### config.mk
export PLATFORM = sky130hd
export DESIGN_NAME = trap_irq_arbiter
export DESIGN_NICKNAME = d
export VERILOG_FILES = /design/src/rtl/tia_pkg.sv /design/src/rtl/tia_sync2.sv /design/src/rtl/tia_pick.sv /design/src/rtl/tia_lifo.sv /design/src/rtl/trap_irq_arbiter.sv
export SDC_FILE = /design/constraint.sdc
export NUM_CORES = 1
export LEC_CHECK = 0
export CAP_MARGIN = 40
export CELL_PAD_IN_SITES_DETAIL_PLACEMENT = 1
export CELL_PAD_IN_SITES_GLOBAL_PLACEMENT = 2
export CORE_ASPECT_RATIO = 1.2
export CORE_MARGIN = 2
export CORE_UTILIZATION = 30
export CTS_CLUSTER_SIZE = 40
export DETAILED_ROUTE_END_ITERATION = 7
export PLACE_DENSITY = 0.8
export REMOVE_ABC_BUFFERS = 1
export SLEW_MARGIN = 0
export SYNTH_ARGS = -nofsm -noshare
export SYNTH_HDL_FRONTEND = slang
export SYNTH_SLANG_ARGS = --single-unit
export TNS_END_PERCENT = 20
### constraint.sdc
create_clock -name clk -period 11 [get_ports clk]
set_clock_uncertainty 0.2 [all_clocks]
set_input_delay 2.2 -clock clk [delete_from_list [all_inputs] [get_ports clk]]
set_output_delay 2.2 -clock clk [all_outputs]
set_load 0.03 [all_outputs]
### src/rtl/tia_pkg.sv
package tia_pkg;

  typedef enum logic {
    MODE_PRIV = 1'b0,
    MODE_USER = 1'b1
  } tia_mode_e;

  // index width that never collapses to zero
  function automatic int unsigned tia_idx_w(input int unsigned n);
    return (n > 1) ? $clog2(n) : 1;
  endfunction

endpackage

### src/rtl/tia_sync2.sv
module tia_sync2 #(
  parameter int unsigned W = 4
) (
  input  logic         clk,
  input  logic         rst,
  input  logic [W-1:0] d,
  output logic [W-1:0] q
);

  logic [W-1:0] meta_q;

  always_ff @(posedge clk) begin
    if (rst) begin
      meta_q <= '0;
      q      <= '0;
    end else begin
      meta_q <= d;
      q      <= meta_q;
    end
  end

endmodule

### src/rtl/tia_pick.sv
module tia_pick #(
  parameter int unsigned N   = 8,
  parameter int unsigned LVW = 4,
  parameter int unsigned VW  = 3
) (
  input  logic [N-1:0]     req,
  input  logic [N*LVW-1:0] lvl,
  output logic             hit,
  output logic [VW-1:0]    idx,
  output logic [LVW-1:0]   best
);

  // ascending scan, strict compare: ties keep the lowest index
  always_comb begin
    hit  = 1'b0;
    idx  = '0;
    best = '0;
    for (int i = 0; i < N; i++) begin
      if (req[i] && (!hit || (lvl[i*LVW +: LVW] > best))) begin
        hit  = 1'b1;
        idx  = VW'(i);
        best = lvl[i*LVW +: LVW];
      end
    end
  end

endmodule

### src/rtl/tia_lifo.sv
module tia_lifo #(
  parameter int unsigned DEPTH = 4,
  parameter int unsigned W     = 4
) (
  input  logic                       clk,
  input  logic                       rst,
  input  logic                       push,
  input  logic                       pop,
  input  logic [W-1:0]               din,
  output logic [W-1:0]               top,
  output logic [$clog2(DEPTH+1)-1:0] cnt,
  output logic                       full
);

  localparam int unsigned CW = $clog2(DEPTH + 1);
  localparam int unsigned AW = (DEPTH > 1) ? $clog2(DEPTH) : 1;

  logic [W-1:0]  mem [DEPTH];
  logic [CW-1:0] cnt_q;
  logic          do_pop;
  logic          do_push;
  logic [AW-1:0] wr_idx;
  logic [AW-1:0] top_idx;

  assign do_pop  = pop && (cnt_q != '0);
  assign do_push = push && ((cnt_q != CW'(DEPTH)) || do_pop);
  assign top_idx = AW'(cnt_q - CW'(1));
  assign wr_idx  = do_pop ? top_idx : AW'(cnt_q);

  always_ff @(posedge clk) begin
    if (do_push) mem[wr_idx] <= din;
  end

  always_ff @(posedge clk) begin
    if (rst) begin
      cnt_q <= '0;
    end else if (do_push && !do_pop) begin
      cnt_q <= cnt_q + CW'(1);
    end else if (do_pop && !do_push) begin
      cnt_q <= cnt_q - CW'(1);
    end
  end

  assign top  = (cnt_q == '0) ? '0 : mem[top_idx];
  assign cnt  = cnt_q;
  assign full = (cnt_q == CW'(DEPTH));

endmodule

### src/rtl/trap_irq_arbiter.sv
module trap_irq_arbiter
  import tia_pkg::*;
#(
  parameter int unsigned N_TRAP      = 2,
  parameter int unsigned N_IRQ       = 6,
  parameter int unsigned LVL_W       = 3,
  parameter int unsigned STACK_DEPTH = 4
) (
  input  logic                                    clk,
  input  logic                                    rst,
  input  logic [N_TRAP-1:0]                       trap_i,
  input  logic [N_IRQ-1:0]                        irq_i,
  input  logic [N_IRQ*LVL_W-1:0]                  irq_prio_i,
  input  logic                                    ie_i,
  input  logic                                    nest_en_i,
  input  logic                                    entry_i,
  input  logic                                    ret_i,
  input  logic                                    set_user_i,
  output logic                                    pres_valid_o,
  output logic [tia_idx_w(N_TRAP+N_IRQ)-1:0]      pres_vec_o,
  output logic                                    mode_user_o,
  output logic                                    busy_o,
  output logic [LVL_W:0]                          cur_lvl_o
);

  localparam int unsigned N_SRC = N_TRAP + N_IRQ;
  localparam int unsigned VW    = tia_idx_w(N_SRC);
  localparam int unsigned LVW   = LVL_W + 1;
  localparam int unsigned CW    = $clog2(STACK_DEPTH + 1);
  localparam logic [LVW-1:0] TRAP_LVL = {1'b1, {LVL_W{1'b0}}};

  logic [N_IRQ-1:0]     irq_s;
  logic [N_SRC-1:0]     src_req;
  logic [N_SRC*LVW-1:0] src_lvl;
  logic [N_SRC-1:0]     elig;
  logic                 pick_hit;
  logic [VW-1:0]        pick_idx;
  logic [LVW-1:0]       pick_lvl;
  logic [LVW-1:0]       lifo_top;
  logic [CW-1:0]        lifo_cnt;
  logic                 lifo_full;
  logic                 lifo_busy;
  logic                 accept;

  logic                 pres_valid_q;
  logic [VW-1:0]        pres_vec_q;
  logic [LVW-1:0]       pres_lvl_q;
  tia_mode_e            mode_q;

  tia_sync2 #(.W(N_IRQ)) u_sync (
    .clk (clk),
    .rst (rst),
    .d   (irq_i),
    .q   (irq_s)
  );

  // traps: fixed top level, not gated by the global enable
  for (genvar t = 0; t < N_TRAP; t++) begin : g_trap
    assign src_req[t]               = trap_i[t];
    assign src_lvl[t*LVW +: LVW]    = TRAP_LVL;
  end

  // interrupts: programmed level, gated by the global enable
  for (genvar k = 0; k < N_IRQ; k++) begin : g_irq
    assign src_req[N_TRAP+k]            = irq_s[k] & ie_i;
    assign src_lvl[(N_TRAP+k)*LVW +: LVW] = {1'b0, irq_prio_i[k*LVL_W +: LVL_W]};
  end

  // eligibility against the service discipline and stack state
  for (genvar s = 0; s < N_SRC; s++) begin : g_elig
    assign elig[s] = src_req[s] && !lifo_full &&
                     (!lifo_busy || (nest_en_i && (src_lvl[s*LVW +: LVW] > lifo_top)));
  end

  tia_pick #(.N(N_SRC), .LVW(LVW), .VW(VW)) u_pick (
    .req  (elig),
    .lvl  (src_lvl),
    .hit  (pick_hit),
    .idx  (pick_idx),
    .best (pick_lvl)
  );

  assign accept = entry_i && pres_valid_q;

  tia_lifo #(.DEPTH(STACK_DEPTH), .W(LVW)) u_lifo (
    .clk  (clk),
    .rst  (rst),
    .push (accept),
    .pop  (ret_i),
    .din  (pres_lvl_q),
    .top  (lifo_top),
    .cnt  (lifo_cnt),
    .full (lifo_full)
  );

  assign lifo_busy = (lifo_cnt != '0);

  always_ff @(posedge clk) begin
    if (rst) begin
      pres_valid_q <= 1'b0;
      pres_vec_q   <= '0;
      pres_lvl_q   <= '0;
    end else begin
      // one-cycle bubble after any core strobe: the stack top is moving
      pres_valid_q <= pick_hit && !(entry_i || ret_i);
      pres_vec_q   <= pick_idx;
      pres_lvl_q   <= pick_lvl;
    end
  end

  always_ff @(posedge clk) begin
    if (rst) begin
      mode_q <= MODE_PRIV;
    end else if (accept) begin
      mode_q <= MODE_PRIV;
    end else if (set_user_i) begin
      mode_q <= MODE_USER;
    end
  end

  assign pres_valid_o = pres_valid_q;
  assign pres_vec_o   = pres_vec_q;
  assign mode_user_o  = (mode_q == MODE_USER);
  assign busy_o       = lifo_busy;
  assign cur_lvl_o    = lifo_top;

endmodule

==> results.md <==
- Post-route cell area: 3550 um2
- Period utilization: 94.4%
- Final hold viol count: 0
- Layout fillers: 1,009
- Kind of critical path: input pin to flop
- Count leader, synth: ha_1
- Most common cell on crit path: ha_1
- Grt total ovfl: 0
- Critical Path Source Type: input pin
- Max-cap check violation count: 0
- Row count: 38
- Worst IR drop on VDD: 0.0586 mV
- Die Span X: 91.4 um
- Area leader, netlist: dfxtp_1
- Initial Util: a little under a third
- Routed via count: around 2,400
- Max_slew headroom: about two thirds
- Pre-CTS setup slack: 0.0926 ns
- ANT cells: 0
- Synth top area cells: dfxtp_1, edfxtp_1, ha_1
- Seq/Total Area, Yosys: 34.9%
- Pwr dens: 166 nW/um2
- CP max stage delay: 0.49 ns
- Reg2reg setup slack: 1.07 ns
- # DRC: 0
- # clock sinks: 40
- Hold WC Path Type: flop to flop
- All-Layer GR Usage: 16.3%
- Die Ht: about 110 um
- Yosys cell types: 54
- # Post-CTS Setup Buffers: 0
- Final WS setup: 0.621 ns
- TritonCTS buffer count: 5
- Core area: 8990 um2
- P&R area growth vs syn: 29.1%
- Commonest cells post-synth: ha_1, dfxtp_1, inv_1, nor2b_1, nand2_1
- Setup Viol. Count Final: 0
- Outcome: completed
- Initial antenna violation count: 0
- Post-synth EDFFs: 16
- Detailed Route Iter0 Violations: 61
- Fraction of registers with async set/reset: 0%
- Placed Area: 3440 um2
- CP max-delay cell: clkdlybuf4s50_1
- RSZ-0062 raised after global routing: no
- Final min period: about 10 ns
- M1 wire length: 3590 um
- Mapped Cells: between 200 and 300
- Main synth FF type: dfxtp_1
- DR top layer: met4
- Synthesized area per cell: 9.65 um2
- Met2 routed WL: 3830 um
- Clock Pin Slew Worst Setup and Hold Paths: 0.08 ns
- Wire per inst: 16.6 um
- CP arrival: 10.39 ns
- First-pass GRT wire length: 12,800 um
- Met3 WL: 212 um
- Worst Max-Slew Pin Slew: 0.484 ns
- Post-route setup TNS: 0 ns
- Layout cells sized above 1: 13.5%
- Vias/cell: around 5.1
- Nets: 418
- Tot Pwr: between 0.5 and 0.6 mW
- CP Max Fanout: 8
- Post-detail-place hpwl: 6220 um
- Largest net degree at the start of global routing: 22
- Gp weighted congestion: 0.844
- Post-synthesis register bit count: 40
- Area share of the largest cell type after synthesis: around 17%
- Buf/Inv on CP: 6
- Leak: 1.41 nW
- Ys Warns: 0
- Io pins: between 40 and 50
- Core Util, Final: approximately 40%
- Clk_lat worst skew: 0.30 ns
- Crit. End Element: flop
- Die ar.: 9960 um2
- Drt total wl: 7770 um
- DRT Pass-1 Iters: 4
- Clk buf depth: 2
- Hold_ws: ~0.24 ns
- Root buf cell: clkbuf_8
- CTS tree: done
- CP Data Required Time: 11.01 ns
- Fin cells: 469
- H-tree levels: 2
- Vias in the first global route: 2,523
- Post-route ant nets: 0
- Final Max Tran Viols: 0
- Dpl cells: 461
- Post-Syn Area: 2750 um2
- Crit path max-delay family: compound AO/OA/AOI/OAI gates
- PortBufs: 42
- Max frequency: 96.4 MHz
==> final cells by class <==
class / count / area, um2 / area share [%]
clock inverters: 2 / 12.5 / 0.352
flip-flops and latches: 40 / 961 / 27.1
clock buffers: 6 / 72.6 / 2.04
well taps: 120 / 150 / 4.23
inverters: 20 / 75.1 / 2.11
repair buffers: 63 / 586 / 16.5
multi-input cells: 218 / 1690 / 47.7
==> state kept, by name, summed over array words and instances (netlist names) <==
register       cells
pres_vec_o         3
u_lifo.cnt         3
mode_user_o        1
u_lifo.mem        16
u_sync.q           6
pres_valid_o       1
pres_lvl_q         4
u_sync.meta_q      6
==> worst reg2reg max path: cells and delay by family, from the launching register on <==
kind                     cells  cell delay [ns]
multiplexers                 1             0.39
AND/OR/NAND/NOR             12             1.95
flip-flops                   1             0.41
buffers and inverters        6             0.83
AO/OA/AOI/OAI               24             4.04
adder cells (fa/ha/maj)      7             2.01
==> placed cells by master, fill, tap and decap left out, types with 6 or more instances in the layout <==
cell / count
nor2_1: 15
o21a_1: 6
o21bai_1: 6
nand3_1: 8
nand2_1: 18
inv_1: 20
nor2b_1: 20
a31oi_1: 9
o21ai_0: 10
clkdlybuf4s50_1: 42
ha_1: 37
dfxtp_1: 24
a21oi_1: 13
edfxtp_1: 16
buf_4: 20
==> path summary, 6_finish.rpt <==
path / from / to / cells past startpoint
max reg2reg: u_lifo.cnt[1] / pres_lvl_q[0] / 50
min: u_sync.meta_q[4] / u_sync.q[4] / 1
max: irq_prio_i[2] / pres_lvl_q[0] / 44
min reg2reg: u_sync.meta_q[4] / u_sync.q[4] / 1
==> cell families (layout without fill, tap and decap cells) <==
logic type,count (synthesis),in the layout,synth area share (%)
AOI/OAI and AO/OA,79,79,21.7
xor gates and xnor gates,2,2,0.637
adders and majority gates,37,37,16.8
buffers and inverters,27,91,4.27
DFF,40,40,34.9
muxes,9,9,4.14
and+or+nand+nor,91,91,17.5
==> per-layer routing <==
metal  up-vias  track usage [%]
met3        10             2.49
met5         -                0
met1      1142             19.9
met4         0             5.41
li1       1178                -
met2        46             29.5
==> repair_timing <==
item / CTS / global route
gates resized for setup: 0 / 5
endpoints found under the setup margin: 0 / 6
hold buffers: 0 / 0
==> report_power, final <==
group | internal (mW) | switching (mW) | total [mW]
clock | 0.0444 | 0.0536 | 0.0979
sequential | 0.165 | 0.00689 | 0.172
combinational | 0.135 | 0.183 | 0.318
total | 0.344 | 0.244 | 0.588
(Power assumes the default switching activity.)
